`src/rtl/bss_pkg.sv`:
```
package bss_pkg;
  localparam int BUS_LANES  = 8;
  localparam int DATA_W     = BUS_LANES * 8;
  localparam int WORD_BYTES = 4;

  typedef enum logic [1:0] {
    SZ_BYTE  = 2'd0,
    SZ_HALF  = 2'd1,
    SZ_WORD  = 2'd2,
    SZ_DWORD = 2'd3
  } acc_size_e;

  typedef enum logic [1:0] {
    ST_IDLE = 2'd0,
    ST_HEAD = 2'd1,
    ST_TAIL = 2'd2,
    ST_DONE = 2'd3
  } seq_state_e;

  // one bus beat: first lane, byte count, index of its first operand byte
  typedef struct packed {
    logic [2:0] lane;
    logic [3:0] cnt;
    logic [3:0] first;
  } beat_plan_t;

  function automatic logic [3:0] size_to_bytes(acc_size_e s);
    return 4'd1 << s;
  endfunction
endpackage

```
`src/rtl/bss_plan.sv`:
```
module bss_plan
  import bss_pkg::*;
(
  input  acc_size_e  size_i,
  input  logic       fp_i,
  input  logic [2:0] off_i,
  output logic       refuse_o,
  output logic       split_o,
  output logic [3:0] total_o,
  output beat_plan_t head_o,
  output beat_plan_t tail_o
);
  logic [3:0] head_cnt;
  logic [3:0] reach;

  always_comb begin
    total_o  = size_to_bytes(size_i);
    head_cnt = 4'(WORD_BYTES) - {2'b00, off_i[1:0]};
    reach    = {2'b00, off_i[1:0]} + total_o;
    refuse_o = (fp_i || size_i == SZ_DWORD) && (off_i[1:0] != 2'b00);
    // eight-byte operands split only at the middle of the bus word
    split_o  = (size_i == SZ_DWORD) ? off_i[2] : (reach > 4'(WORD_BYTES));

    head_o.lane  = off_i;
    head_o.cnt   = split_o ? head_cnt : total_o;
    head_o.first = 4'd0;

    tail_o.lane  = off_i[2] ? 3'd0 : 3'd4;
    tail_o.cnt   = total_o - head_cnt;
    tail_o.first = head_cnt;
  end
endmodule

```
`src/rtl/bss_wr_pack.sv`:
```
module bss_wr_pack
  import bss_pkg::*;
(
  input  beat_plan_t          beat_i,
  input  logic [3:0]          total_i,
  input  logic [DATA_W-1:0]   opnd_i,
  output logic [BUS_LANES-1:0] lanes_o,
  output logic [DATA_W-1:0]   data_o
);
  always_comb begin
    lanes_o = '0;
    data_o  = '0;
    for (int i = 0; i < BUS_LANES; i++) begin
      logic [4:0] rel;
      logic       act;
      logic [3:0] idx;
      logic [2:0] pos;
      rel = 5'(i) - {2'b00, beat_i.lane};
      act = (5'(i) >= {2'b00, beat_i.lane}) && (rel < {1'b0, beat_i.cnt});
      idx = beat_i.first + rel[3:0];
      pos = 3'(total_i - 4'd1 - idx);
      lanes_o[i] = act;
      // unused lanes are driven to zero
      data_o[8*(BUS_LANES-1-i) +: 8] = act ? opnd_i[8*pos +: 8] : 8'h00;
    end
  end
endmodule

```
`src/rtl/bss_rd_merge.sv`:
```
module bss_rd_merge
  import bss_pkg::*;
(
  input  beat_plan_t        beat_i,
  input  logic [3:0]        total_i,
  input  logic [DATA_W-1:0] rdata_i,
  input  logic [DATA_W-1:0] acc_i,
  output logic [DATA_W-1:0] acc_o
);
  always_comb begin
    acc_o = acc_i;
    for (int p = 0; p < BUS_LANES; p++) begin
      logic [3:0] j;
      logic [2:0] rel;
      logic [2:0] lane;
      logic       hit;
      j    = total_i - 4'd1 - 4'(p);
      hit  = (4'(p) < total_i) && (j >= beat_i.first) &&
             (j < beat_i.first + beat_i.cnt);
      rel  = 3'(j - beat_i.first);
      lane = beat_i.lane + rel;
      if (hit) acc_o[8*p +: 8] = rdata_i[8*(3'd7 - lane) +: 8];
    end
  end
endmodule

```
`src/rtl/bus_size_splitter.sv`:
```
module bus_size_splitter
  import bss_pkg::*;
#(
  parameter int ADDR_W = 32
) (
  input  logic              clk,
  input  logic              rst_n,
  input  logic              req_valid,
  output logic              req_ready,
  input  logic              req_write,
  input  logic              req_fp,
  input  logic [1:0]        req_size,
  input  logic [ADDR_W-1:0] req_addr,
  input  logic [63:0]       req_wdata,
  output logic              rsp_valid,
  output logic              rsp_align_err,
  output logic [63:0]       rsp_rdata,
  output logic              bus_valid,
  input  logic              bus_ready,
  output logic              bus_write,
  output logic [ADDR_W-1:0] bus_addr,
  output logic [2:0]        bus_tsize,
  output logic [7:0]        bus_lanes,
  output logic [63:0]       bus_wdata,
  input  logic [63:0]       bus_rdata
);
  localparam logic [ADDR_W-3:0] WORD_STEP = (ADDR_W-2)'(1);

  // reset: asserted asynchronously, released on the clock
  logic [1:0] rst_pipe;
  logic       rst_ok;
  always_ff @(posedge clk or negedge rst_n) begin
    if (!rst_n) rst_pipe <= 2'b00;
    else        rst_pipe <= {rst_pipe[0], 1'b1};
  end
  assign rst_ok = rst_pipe[1];

  seq_state_e        state_q, state_d;
  logic [ADDR_W-1:0] addr_q;
  acc_size_e         size_q;
  logic              fp_q, write_q, err_q, err_d;
  logic [DATA_W-1:0] wdata_q, acc_q, acc_d, merged;
  logic              ld_req, acc_en;

  logic       idle, accept, bus_fire;
  acc_size_e  p_size;
  logic       p_fp;
  logic [2:0] p_off;
  logic       refuse, split;
  logic [3:0] total;
  beat_plan_t head, tail, beat_sel;

  assign idle     = (state_q == ST_IDLE);
  assign req_ready = idle && rst_ok;
  assign accept   = req_valid && req_ready;
  assign bus_valid = (state_q == ST_HEAD) || (state_q == ST_TAIL);
  assign bus_fire = bus_valid && bus_ready;

  // the planner looks at the incoming request while idle, else at the held one
  assign p_size = idle ? acc_size_e'(req_size) : size_q;
  assign p_fp   = idle ? req_fp : fp_q;
  assign p_off  = idle ? req_addr[2:0] : addr_q[2:0];

  bss_plan plan_i (
    .size_i   (p_size),
    .fp_i     (p_fp),
    .off_i    (p_off),
    .refuse_o (refuse),
    .split_o  (split),
    .total_o  (total),
    .head_o   (head),
    .tail_o   (tail)
  );

  assign beat_sel = (state_q == ST_TAIL) ? tail : head;

  bss_wr_pack pack_i (
    .beat_i  (beat_sel),
    .total_i (total),
    .opnd_i  (wdata_q),
    .lanes_o (bus_lanes),
    .data_o  (bus_wdata)
  );

  bss_rd_merge merge_i (
    .beat_i  (beat_sel),
    .total_i (total),
    .rdata_i (bus_rdata),
    .acc_i   (acc_q),
    .acc_o   (merged)
  );

  // next-state and enables
  always_comb begin
    state_d = state_q;
    unique case (state_q)
      ST_IDLE: if (accept)   state_d = refuse ? ST_DONE : ST_HEAD;
      ST_HEAD: if (bus_fire) state_d = split ? ST_TAIL : ST_DONE;
      ST_TAIL: if (bus_fire) state_d = ST_DONE;
      ST_DONE:               state_d = ST_IDLE;
      default:               state_d = ST_IDLE;
    endcase
    ld_req = accept;
    err_d  = refuse;
    acc_en = accept || (bus_fire && !write_q);
    acc_d  = accept ? '0 : merged;
  end

  // registers
  always_ff @(posedge clk or negedge rst_ok) begin
    if (!rst_ok) begin
      state_q <= ST_IDLE;
      addr_q  <= '0;
      size_q  <= SZ_BYTE;
      fp_q    <= 1'b0;
      write_q <= 1'b0;
      wdata_q <= '0;
      err_q   <= 1'b0;
      acc_q   <= '0;
    end else begin
      state_q <= state_d;
      if (ld_req) begin
        addr_q  <= req_addr;
        size_q  <= acc_size_e'(req_size);
        fp_q    <= req_fp;
        write_q <= req_write;
        wdata_q <= req_wdata;
        err_q   <= err_d;
      end
      if (acc_en) acc_q <= acc_d;
    end
  end

  assign bus_write     = write_q;
  assign bus_addr      = (state_q == ST_TAIL) ?
                         {addr_q[ADDR_W-1:2] + WORD_STEP, 2'b00} : addr_q;
  assign bus_tsize     = beat_sel.cnt[2:0];
  assign rsp_valid     = (state_q == ST_DONE);
  assign rsp_align_err = rsp_valid && err_q;
  assign rsp_rdata     = acc_q;

  // ---------------- assertions ----------------
  assert_lane_count_R1: assert property (@(posedge clk) disable iff (!rst_ok)
    bus_valid |-> ($countones(bus_lanes) ==
                   ((bus_tsize == 3'd0) ? 32'd8 : {29'd0, bus_tsize})));

  assert_first_lane_R2: assert property (@(posedge clk) disable iff (!rst_ok)
    bus_valid |-> bus_lanes[bus_addr[2:0]]);

  assert_in_word_R3: assert property (@(posedge clk) disable iff (!rst_ok)
    (bus_valid && bus_tsize != 3'd0) |-> (bus_lanes[7:4] == 4'h0 || bus_lanes[3:0] == 4'h0));

  assert_refuse_quiet_R5: assert property (@(posedge clk) disable iff (!rst_ok)
    (rsp_valid && rsp_align_err) |-> $past(accept));

  assert_single_pulse_R7: assert property (@(posedge clk) disable iff (!rst_ok)
    rsp_valid |=> !rsp_valid);

  assert_busy_R8: assert property (@(posedge clk) disable iff (!rst_ok)
    accept |=> !req_ready);

  assert_hold_R9: assert property (@(posedge clk) disable iff (!rst_ok)
    (bus_valid && !bus_ready) |=> (bus_valid && $stable(bus_addr) && $stable(bus_tsize)
                                   && $stable(bus_lanes) && $stable(bus_wdata)));
endmodule

```
`config.mk`:
```
export PLATFORM = sky130hd
export DESIGN_NAME = bus_size_splitter
export DESIGN_NICKNAME = d
export VERILOG_FILES = /design/src/rtl/bss_pkg.sv /design/src/rtl/bss_plan.sv /design/src/rtl/bss_wr_pack.sv /design/src/rtl/bss_rd_merge.sv /design/src/rtl/bus_size_splitter.sv
export SDC_FILE = /design/constraint.sdc
export NUM_CORES = 1
export LEC_CHECK = 0
export BUFFER_PORTS_ARGS = -buffer_cell sky130_fd_sc_hd__buf_2
export CAP_MARGIN = 20
export CORE_MARGIN = 5
export CORE_UTILIZATION = 37
export DETAILED_ROUTE_END_ITERATION = 10
export GPL_TIMING_DRIVEN = 0
export PLACE_DENSITY = 0.62
export SKIP_CTS_REPAIR_TIMING = 1
export SLEW_MARGIN = 20
export SYNTH_ARGS = -nofsm -noshare
export SYNTH_HDL_FRONTEND = slang
export SYNTH_SLANG_ARGS = --single-unit
export TNS_END_PERCENT = 10
```
`constraint.sdc`:
```
create_clock -name clk -period 12.01 [get_ports clk]
set_clock_uncertainty 0.15 [all_clocks]
set_input_delay 2.402 -clock clk [delete_from_list [all_inputs] [get_ports clk]]
set_output_delay 2.402 -clock clk [all_outputs]
set_load 0.01 [all_outputs]
```
* Word-level counts from Yosys, hierarchy flattened *
Cells that the tools add are included.

word-level totals
  register bits = 169
  input port bits = 168
  output and inout port bits = 176
  word-level logic and storage cells = 224

operators by class
  add/sub/neg operators = 61
  order comparisons = 40
  equal/unequal tests = 7
  shifts and indexed selects = 17
  mux-type cells = 31
  reduce and logical (&&, ||, !) cells = 52

operators by type and width
  operator                 count
  $shiftx A64 B33 Y8       8
  $shiftx A64 B7 Y8        8
  $mux W8                  16
  $mux W64                 1
  $add A3 B3 Y3            16
  $sub A3 B3 Y3            16
  $sub A3 B3 Y4 const A    12
  $lt A5 B4 Y1             8
  $ge A4 B4 Y1             8
  $lt A4 B4 Y1             8
  $mux W32                 1
  $add A30 B1 Y30 const B  1
  $logic_and A1 B1 Y1      29
  $reduce_bool A2 Y1       9
  $lt A3 B4 Y1 const A     4
  $reduce_and A2 Y1        8
  $sub A4 B3 Y4 const B    4
  $mux W11                 1
  $mux W2                  5
  $ge A3 B3 Y1 const A     3
  $lt A1 B4 Y1 const A     2
  $lt A2 B4 Y1 const A     2
  $pmux W2 S4              1
  $sub A1 B3 Y4 const A    2
  22 further kinds         35

* Longest topological paths before layout *
Gate-level depths: netlist of run 1.

  depth in word-level cells = 14
  depth in mapped cells = 28
  gate-level depth less buffers = 25

* Cells and area by module *
A second synthesis of run 1 with hierarchy kept.

unflattened totals
  cells, all modules = 1783
  area total of the unflattened synthesis = 16822.4 µm²

modules (own cells, without submodules)
  module             instances  cells an instance  area each (µm²)  sequential area each (µm²)
  bus_size_splitter  1          842                7489.7           4229.1
  bss_rd_merge       1          530                5147.4           0.0
  bss_wr_pack        1          338                3687.3           0.0
  bss_plan           1          73                 498.0            0.0

* Worst setup path before layout of run 1 *
Ideal clock, no wire load.

  path type = input-to-output
  start = input port req_size[1]
  end = output port bus_wdata[24]
  data arrival time = 6065 ps
  data required time = 9458 ps
  setup slack = 3393 ps
  stages on the path = 14
  buffers on the path = 1
  path through = mux2i_1 > ha_1 > fa_1 > nand2b_1 > a32oi_4 > mux2i_1 > nand2_1 > o21ai_0 > ha_1 > a21o_1 > maj3_1 > a211o_1 > clkbuf_1 > nor2_1

between the ends
  longest elaborated chain between the ends = 10
  elaborated cells on any way between the ends = 15
  classes of those cells = 4 x add/sub; 2 x order compare; 1 x eq/ne; 2 x shift; 5 x mux; 1 x reduce/logical

ends and longest elaborated chain
  element              RTL line                 text
  from (decl)          bus_size_splitter.sv:12  input logic [1:0] req_size,
  $mux W2 *            bus_size_splitter.sv:60  assign p_size = idle ? acc_size_e'(req_size) : size_q;
  $shl A1 B2 Y4        bss_pkg.sv:28            return 4'd1 << s;
  $add A2 B4 Y4        bss_plan.sv:19           reach = {2'b00, off_i[1:0]} + total_o;
  $gt A4 B3 Y1         bss_plan.sv:22           split_o = (size_i == SZ_DWORD) ? off_i[2] : (reach > 4'(WORD_BYTES));
  $mux W1              bss_plan.sv:22
  $mux W4              bss_plan.sv:25           head_o.cnt = split_o ? head_cnt : total_o;
  $mux W11             bus_size_splitter.sv:75  assign beat_sel = (state_q == ST_TAIL) ? tail : head;
  $lt A5 B4 Y1         bss_wr_pack.sv:19        act = (5'(i) >= {2'b00, beat_i.lane}) && (rel < {1'b0, beat_i.cnt});
  $logic_and A1 B1 Y1  bss_wr_pack.sv:19
  $mux W8 *            bss_wr_pack.sv:24        data_o[8*(BUS_LANES-1-i) +: 8] = act ? opnd_i[8*pos +: 8] : 8'h00;
  to (decl)            bus_size_splitter.sv:24  output logic [63:0] bus_wdata,

Mark *: on every way between the ends. The rest lies on a longest branch, timed or not.

* Final worst setup path of run 1 *
  start = input port req_size[1]
  end = output port bus_wdata[3]

between the ends
  longest elaborated chain between the ends = 9
  elaborated cells on any way between the ends = 14
  classes of those cells = 4 x add/sub; 2 x order compare; 1 x eq/ne; 2 x shift; 5 x mux

ends and longest elaborated chain
  element        RTL line
  $mux W2 *      bus_size_splitter.sv:60
  $shl A1 B2 Y4  bss_pkg.sv:28
  $add A2 B4 Y4  bss_plan.sv:19
  $gt A4 B3 Y1   bss_plan.sv:22
  $mux W1        bss_plan.sv:22
  $mux W4        bss_plan.sv:25
  $mux W11       bus_size_splitter.sv:75
  $lt A5 B4 Y1   bss_wr_pack.sv:19
  $mux W8 *      bss_wr_pack.sv:24

Marked as above.

==> results of run 1 <==
final cells by class:
cell class	instances	area, um^2
antenna	1	2.50
buffer	80	315
clock buffer	21	460
clock inverter	10	190
fill	3703	21000
inverter	49	184
multi-input combinational	1141	9600
sequential	169	4230
tap	518	648
timing repair buffer	346	1790
per-layer routing:
| layer | wire length (um) | global-route usage (%) | share of wire [%] | vias up |
|---|---|---|---|---|
| li1 | - | - | - | 5842 |
| met1 | 20600 | 30.7 | 39 | 6274 |
| met2 | 25900 | 40.7 | 49 | 623 |
| met3 | 4430 | 5.73 | 8.4 | 70 |
| met4 | 1530 | 8.20 | 2.9 | 0 |
| met5 | 0 | 0 | 0 | - |
state kept, by name (all words and copies together), names as in the netlist:
| name | count |
|---|---|
| size_q | 2 |
| rst_pipe | 2 |
| wdata_q | 64 |
| state_q | 2 |
| rsp_rdata | 64 |
| fp_q | 1 |
| bus_write | 1 |
| addr_q | 32 |
| err_q | 1 |
synthesized netlist by cell type (all sizes together), types with 4 or more instances:
cell type / count
nand4: 5
a21oi: 27
nand2: 356
a21o: 9
mux2i: 136
xor2: 10
nor2: 138
o2111ai: 4
and3: 7
nor3: 5
o21ai: 22
dfrtp: 169
nand3: 20
a211oi: 26
nand2b: 16
inv: 49
and2: 4
xnor2: 53
nor2b: 8
ha: 67
buf: 21
o211ai: 10
mux2: 37
clkbuf: 59
fa: 11
mux4: 128
critical path, cell delays in order:
cell and delay (ns):
buf_2 0.11, mux2i_1 0.59, ha_1 0.45, clkbuf_1 0.42, inv_1 0.20, ha_1 0.49, buf_2 0.34, buf_1 0.66
clkbuf_1 0.69, clkbuf_1 0.59, mux4_2 0.45, mux2i_1 0.17, nor2_1 0.08, buf_2 0.18
worst max path at each step:
stage	start	end	cells past startpoint
3_5_place_dp	req_size[1]	bus_wdata[3]	14
2_1_floorplan	req_size[1]	bus_wdata[24]	14
5_1_grt	req_size[1]	bus_wdata[3]	14
6_report	req_size[1]	bus_wdata[3]	14
4_1_cts	req_size[1]	bus_wdata[3]	14
3_3_place_gp	req_size[1]	bus_wdata[0]	15
through the flow:
step / area, um^2 / std cells / setup slack, ns / util [%]
final: 17400 / 2335 / 1.61 / 45.3
after global routing: 17400 / 2335 / 1.24 / 45.3
after CTS: 17400 / 2334 / 1.53 / 45.2
after detailed placement: 16800 / 2303 / 1.54 / 43.6
after global placement: 16700 / 2300 / 1.56 / 43.3
after floorplan: 14300 / 1439 / 3.39 / -
kinds of logic after synthesis:
| group | share of synthesized area [%] |
|---|---|
| buffers and inverters | 3.49 |
| adders and majority gates | 7.62 |
| DFF | 29.6 |
| and+or+nand+nor | 16.2 |
| xor gates and xnor gates | 3.97 |
| AOI/OAI and AO/OA | 6.39 |
| muxes | 32.7 |
| other | 0.0262 |
==> flow_summary.json, run 1 <==
{
  "status": "finished clean",
  "clock_sinks": 169,
  "clockRootBuffer": "clkbuf_16",
  "synth_seq_area_share_pct": 29.6,
  "htree_levels": 4,
  "grtUsageTotal_pct": 24.2,
  "maxCapViolations": 0,
  "grt_pass1_wl_um": 77800,
  "drive_above_1_share_pct": 31.6,
  "area_growth_pct": 21.9,
  "grt_pass1_vias": 12987,
  "std_cell_rows": 72,
  "fin_tns_setup_ns": 0,
  "slew-limit-headroom_pct": 23.2,
  "routed_wl_um": 52400,
  "synthCells": 1439,
  "io_buffers": 343,
  "final_common_cell": "nand2_1",
  "synthTopCellsByArea": "dfrtp_1 30%, mux4_2 20%, mux2i_1 9.5%",
  "fmax_ghz": 0.0961,
  "grt-ovfl-total": 0,
  "period_minus_slack_ns": 10.40,
  "netlist-cell-type-count": 67,
  "drv_slew": 0,
  "synth_nets": 1685,
  "worstMarginPinSlew_ns": 1.14,
  "hold_violations": 0,
  "hold_class": "register to asynchronous set/reset pin",
  "die_h_um": 207,
  "yosysTopAreaCellShare_pct": 29.6,
  "vias": 12809,
  "cts_buffers": 17,
  "async_flop_share_pct": 100,
  "clk_path_buf_depth": 2,
  "initial_utilization_pct": 37.2,
  "start_kind": "primary input",
  "core_um2": 38500,
  "rsz0062_at_grt": "false",
  "viasPerCell": 5.49,
  "hold_slack_ns": 0.200,
  "wl_per_cell_um": 22.4,
  "ys_ff_latch": 169,
  "ys_warn_count": 0,
  "antenna_found_initial": 1,
  "setup_viol": 0,
  "r2r-end": "rsp_rdata[62]$_DFFE_PN0P_",
  "synth_area_um2": 14300,
  "avgSynthCellArea_um2": 9.93,
  "ios": 344,
  "nets": 2050,
  "die_area_um2": 42700,
  "layout.cells.most_common_list": "355 x nand2_1, 352 x buf_2, 168 x dfrtp_1, 138 x nor2_1, 136 x mux2i_1",
  "globalplace.congestion": 0.985,
  "ys.flop_type": "dfrtp_1",
  "clk_pin_slew_ns": 0.06,
  "drcViolationCount": 0,
  "fp.dieW_um": 207,
  "clk_latency_ns": 0.45,
  "r2r_cells": 27,
  "yosysTopAreaCell": "dfrtp_1",
  "grt_max_degree": 54,
  "r2r_start": "state_q[0]$_DFFE_PN0P_",
  "dp_hpwl_um": 42200,
  "synth-edff-count": 0,
  "cts_tree": "yes",
  "critical_path_class": "primary input to output pin",
  "drt_first_pass_iters": 7,
  "post-route-period-util_pct": 86.6,
  "drt_iter0_markers": 936,
  "end_kind": "output pin",
  "reg2reg_setup_slack_ns": 3.32,
  "arrival_ns": 7.85,
  "ant_nets": 0,
  "required_ns": 9.46,
  "worstPathMaxFanout": 10
}
Power of run 1 is left out: the tool's default activity adds up to more than one toggle a clock period on the data nets, which glitch-free logic cannot reach.
==> run 2: changes to the inputs <==
--- a/config.mk
+++ b/config.mk
@@ -12,6 +12,7 @@
 export DETAILED_ROUTE_END_ITERATION = 10
 export GPL_TIMING_DRIVEN = 0
 export PLACE_DENSITY = 0.62
+export REMOVE_ABC_BUFFERS = 1
 export SKIP_CTS_REPAIR_TIMING = 1
 export SLEW_MARGIN = 20
 export SYNTH_ARGS = -nofsm -noshare
==> flow_summary.json, run 2 (synthesized netlist as in run 1, its figures left out) <==
{
  "ant_nets": 0,
  "fin_tns_setup_ns": 0,
  "drcViolationCount": 0,
  "status": "finished clean",
  "worstMarginPinSlew_ns": 1.23,
  "routed_wl_um": 47900,
  "grt_max_degree": 71,
  "clockRootBuffer": "clkbuf_16",
  "required_ns": 9.46,
  "nets": 1985,
  "vias": 12441,
  "diodes": 0,
  "htree_levels": 4,
  "initial_utilization_pct": 37.2,
  "std_cell_rows": 72,
  "wl_per_cell_um": 21.1,
  "cts_tree": "yes",
  "setup_viol": 0,
  "critical_path_class": "primary input to output pin",
  "hold_violations": 0,
  "drive_above_1_share_pct": 34.0,
  "clk_latency_ns": 0.45,
  "die_h_um": 207,
  "drv_slew": 0,
  "grt_pass1_wl_um": 73300,
  "dp_hpwl_um": 36400,
  "drt_first_pass_iters": 5,
  "grt-ovfl-total": 0,
  "start_kind": "primary input",
  "layout.cells.most_common_list": "354 x nand2_1, 343 x buf_2, 168 x dfrtp_1, 138 x nor2_1, 136 x mux2i_1",
  "clk_pin_slew_ns": 0.07,
  "area_growth_pct": 21.7,
  "fmax_ghz": 0.0966,
  "period_minus_slack_ns": 10.35,
  "slew-limit-headroom_pct": 17.6,
  "globalplace.congestion": 0.901,
  "grtUsageTotal_pct": 22.3,
  "io_buffers": 343,
  "fp.dieW_um": 207,
  "post-route-period-util_pct": 86.2,
  "worstPathMaxFanout": 34,
  "clk_path_buf_depth": 2,
  "antenna_found_initial": 2,
  "cts_buffers": 17,
  "rsz0062_at_grt": "false",
  "arrival_ns": 7.80,
  "drt_iter0_markers": 783,
  "die_area_um2": 42700,
  "fillers": 3714,
  "final_common_cell": "nand2_1",
  "viasPerCell": 5.48,
  "core_um2": 38500,
  "clock_sinks": 169,
  "hold_class": "register to asynchronous set/reset pin",
  "ios": 344,
  "maxCapViolations": 0,
  "end_kind": "output pin",
  "grt_pass1_vias": 12573
}
run 2: changes by cell type in the layout (fill, tap and decap cells not counted), moves of 4 or more:
| cell | delta |
|---|---|
| clkbuf_1 | -61 |
| buf_16 | +5 |
| bufinv_16 | -4 |
| buf_1 | -11 |
| xnor2_2 | +4 |
| buf_6 | +6 |
| xnor2_1 | -5 |
| buf_2 | -9 |
run 2: final timing paths:
| kind | from | end | slack [ns] | cells after the start |
|---|---|---|---|---|
| hold / removal | rst_pipe[1]$_DFF_PN0_ | addr_q[8]$_DFFE_PN0P_ | 0.16 | 0 |
| max in group asynchronous | rst_n | rst_pipe[1]$_DFF_PN0_ | 10.02 | 1 |
| setup reg to reg | state_q[0]$_DFFE_PN0P_ | rsp_rdata[62]$_DFFE_PN0P_ | 3.53 | 25 |
| setup / recovery | req_size[1] | bus_wdata[24] | 1.66 | 17 |
| hold reg to reg | rst_pipe[1]$_DFF_PN0_ | addr_q[8]$_DFFE_PN0P_ | 0.16 | 0 |
| min in group clk | rst_pipe[0]$_DFF_PN0_ | rst_pipe[1]$_DFF_PN0_ | 0.21 | 0 |
run 2: layout make-up:
type	instances	area (um^2)	share of cell area, %
clock buffer	18	439	2.53
inverter	49	184	1.06
tap	518	648	3.73
timing repair buffer	361	2060	11.8
clock inverter	13	119	0.684
sequential	169	4230	24.3
multi-input combinational	1141	9700	55.8
run 2: metal layers:
layer | GRT usage, % | share of wire, %
met4 | 6.25 | 2.3
met5 | 0 | 0.056
met1 | 28.9 | 40
met3 | 6.75 | 9.1
met2 | 36.5 | 48
run 2: metrics by stage:
step           hold slack, ns  util, %  cells  cell area, um^2  setup slack, ns
2_1_floorplan           0.181        -   1359            14000           -0.674
3_3_place_gp            0.183     42.5   2220            16300            -3.17
3_5_place_dp            0.193     43.7   2238            16800             1.71
4_1_cts                 0.193     45.2   2269            17400             1.69
5_1_grt                 0.220     45.2   2269            17400             1.32
6_report                0.164     45.2   2269            17400             1.66
run 2: critical path: stages:
cell and delay (ns):
buf_2 0.11, mux2i_1 0.64, ha_1 0.58, inv_1 0.19, ha_4 0.53, buf_12 0.30, nand2b_1 0.16, a32oi_4 0.36
mux2i_1 0.36, nand2_1 0.14, o21ai_0 0.18, ha_1 0.31, a21o_1 0.18, maj3_1 0.34, a211o_1 0.53, nor2_1 0.27
buf_2 0.17
Power of run 2 is left out for the same reason.
==> run 3: changes to the inputs <==
--- a/config.mk
+++ b/config.mk
@@ -5,10 +5,12 @@
 export SDC_FILE = /design/constraint.sdc
 export NUM_CORES = 1
 export LEC_CHECK = 0
+export ABC_AREA = 1
 export BUFFER_PORTS_ARGS = -buffer_cell sky130_fd_sc_hd__buf_2
 export CAP_MARGIN = 20
 export CORE_MARGIN = 5
 export CORE_UTILIZATION = 37
+export CTS_CLUSTER_SIZE = 30
 export DETAILED_ROUTE_END_ITERATION = 10
 export GPL_TIMING_DRIVEN = 0
 export PLACE_DENSITY = 0.62
==> flow_summary.json, run 3 <==
{
  "clockRootBuffer": "clkbuf_16",
  "ys_ff_latch": 169,
  "synthCells": 2193,
  "ant_nets": 0,
  "ys.flop_type": "dfrtp_1",
  "arrival_ns": 7.46,
  "clk_latency_ns": 0.46,
  "slew-limit-headroom_pct": 30.2,
  "worst_slack_ns": 2.00,
  "yosysTopAreaCellShare_pct": 29.8,
  "grt_pass1_vias": 14570,
  "wl_per_cell_um": 16.7,
  "layout.cells.most_common_list": "672 x nand2_1, 343 x buf_2, 319 x o21ai_0, 269 x inv_1, 182 x nor2_1",
  "synth_seq_area_share_pct": 29.8,
  "grtUsageTotal_pct": 23.1,
  "core_um2": 37800,
  "dp_hpwl_um": 38700,
  "diodes": 0,
  "fmax_ghz": 0.0999,
  "globalplace.congestion": 0.883,
  "area_growth_pct": 19.8,
  "hold_violations": 0,
  "hold_class": "register to asynchronous set/reset pin",
  "die_h_um": 206,
  "std_cell_rows": 71,
  "end_kind": "output pin",
  "r2r-end": "rsp_rdata[56]$_DFFE_PN0P_",
  "synth-edff-count": 0,
  "clock_sinks": 169,
  "post-route-period-util_pct": 83.4,
  "final_common_cell": "nand2_1",
  "vias": 15082,
  "routed_wl_um": 50000,
  "antenna_found_initial": 0,
  "die_area_um2": 42400,
  "nets": 2711,
  "critical_path_class": "primary input to output pin",
  "drcViolationCount": 0,
  "rsz0062_at_grt": "false",
  "r2r_cells": 24,
  "synth_most_common_cell": "nand2_1",
  "start_kind": "primary input",
  "avgSynthCellArea_um2": 6.48,
  "async_flop_share_pct": 100,
  "initial_utilization_pct": 37.6,
  "place_ws_ns": 2.09,
  "drt_first_pass_iters": 6,
  "worstPathMaxFanout": 56,
  "viasPerCell": 5.05,
  "ios": 344,
  "period_minus_slack_ns": 10.01,
  "grt-ovfl-total": 0,
  "drt_iter0_markers": 1133,
  "yosysTopAreaCell": "dfrtp_1",
  "cts_buffers": 17,
  "required_ns": 9.46,
  "synthTopCellsByCount": "673 x nand2_1, 320 x o21ai_0, 269 x inv_1, 182 x nor2_1, 169 x dfrtp_1",
  "setup_viol": 0,
  "htree_levels": 4,
  "r2r_start": "state_q[0]$_DFFE_PN0P_",
  "cts_tree": "yes",
  "fillers": 3861,
  "grt_max_degree": 98,
  "synthTopCellsByArea": "dfrtp_1 30%, nand2_1 18%, o21ai_0 11%",
  "drive_above_1_share_pct": 17.5,
  "io_buffers": 343,
  "synth_area_um2": 14200,
  "drv_slew": 0,
  "worstMarginPinSlew_ns": 1.05,
  "maxCapViolations": 0,
  "grt_pass1_wl_um": 77800,
  "netlist-cell-type-count": 50,
  "status": "finished clean",
  "reg2reg_setup_slack_ns": 4.97,
  "ys_warn_count": 0,
  "clk_pin_slew_ns": 0.07,
  "fp.dieW_um": 206,
  "clk_path_buf_depth": 2
}
==> run 3: cell types whose count changed in the layout (fill, tap and decap cells not counted), sizes merged, moves of 35 or more <==
cell   before  now
o21ai      22  328
mux4      128    0
a21oi      27  110
nor2      138  182
inv        53  278
xnor2      53   18
nand3      20   89
nand2     356  682
mux2i     136   32
==> run 3: layout make-up <==
cell class | instances | area, um^2 | share of cell area (%)
Multi-Input combinational cell | 1648 | 8610 | 50.6
Sequential cell | 169 | 4230 | 24.9
Timing Repair Buffer | 353 | 1950 | 11.4
Inverter | 276 | 1040 | 6.11
Tap cell | 511 | 639 | 3.76
Clock buffer | 18 | 429 | 2.52
Clock inverter | 14 | 124 | 0.728
==> run 3: worst max-delay path: stages <==
cell and delay (ns):
buf_2 0.09, nand2_1 0.04, o21ai_1 0.52, inv_1 0.36, ha_1 0.41, inv_1 0.25, ha_4 0.52, a21oi_1 0.14
nand2_1 0.16, nand2_1 0.14, nand2_1 0.09, nand3_1 0.11, nand2_1 0.24, inv_1 0.13, ha_1 0.30, a21oi_1 0.20
nor2_1 0.05, o21ai_0 0.18, nand2_1 0.07, nor2_1 0.25, inv_1 0.34, nor2_1 0.27, buf_2 0.17
==> run 3: worst max path at each step <==
stage / cells past startpoint / end / slack (ns) / from
floorplan: 21 / bus_wdata[40] / 0.53 / req_size[1]
global placement: 7 / rsp_rdata[56]$_DFFE_PN0P_ / -2.62 / rst_pipe[1]$_DFF_PN0_
detailed placement: 23 / bus_wdata[45] / 2.09 / req_size[1]
CTS: 23 / bus_wdata[45] / 2.10 / req_size[1]
global route: 21 / bus_wdata[31] / 1.66 / req_size[1]
finish: 23 / bus_wdata[45] / 2.00 / req_size[1]
==> run 3: logic make-up (layout without fill, tap and decap cells) <==
logic type | Yosys count | count (layout) | synth area share, %
AO/OA/AOI/OAI | 474 | 474 | 17.5
XOR/XNOR | 52 | 52 | 3.57
adder cells (fa/ha/maj) | 78 | 78 | 7.45
buffers and inverters | 376 | 661 | 10.2
flip-flops | 169 | 169 | 29.8
multiplexers | 40 | 40 | 2.94
other | 1 | 1 | 0.0264
AND/OR/NAND/NOR | 1003 | 1003 | 28.6
==> run 3: routing by layer <==
layer,vias to the layer above,GRT usage (%),wire length (um)
li1,7553,-,-
met5,-,0,0
met4,0,8.60,1690
met2,521,37.6,22900
met3,74,4.91,3720
met1,6934,30.2,21700
==> run 3: through the flow <==
step | hold slack [ns] | TNS [ns] | cells | instance area, um^2 | util [%]
after global routing | 0.183 | 0 | 2989 | 17000 | 45.1
final | 0.147 | 0 | 2989 | 17000 | 45.1
after floorplan | 0.181 | 0 | 2093 | 13800 | -
after global placement | 0.188 | -363.97 | 2947 | 16200 | 42.8
after CTS | 0.162 | 0 | 2989 | 17000 | 45.1
after detailed placement | 0.161 | 0 | 2957 | 16500 | 43.6
Power of run 3 is left out for the same reason.
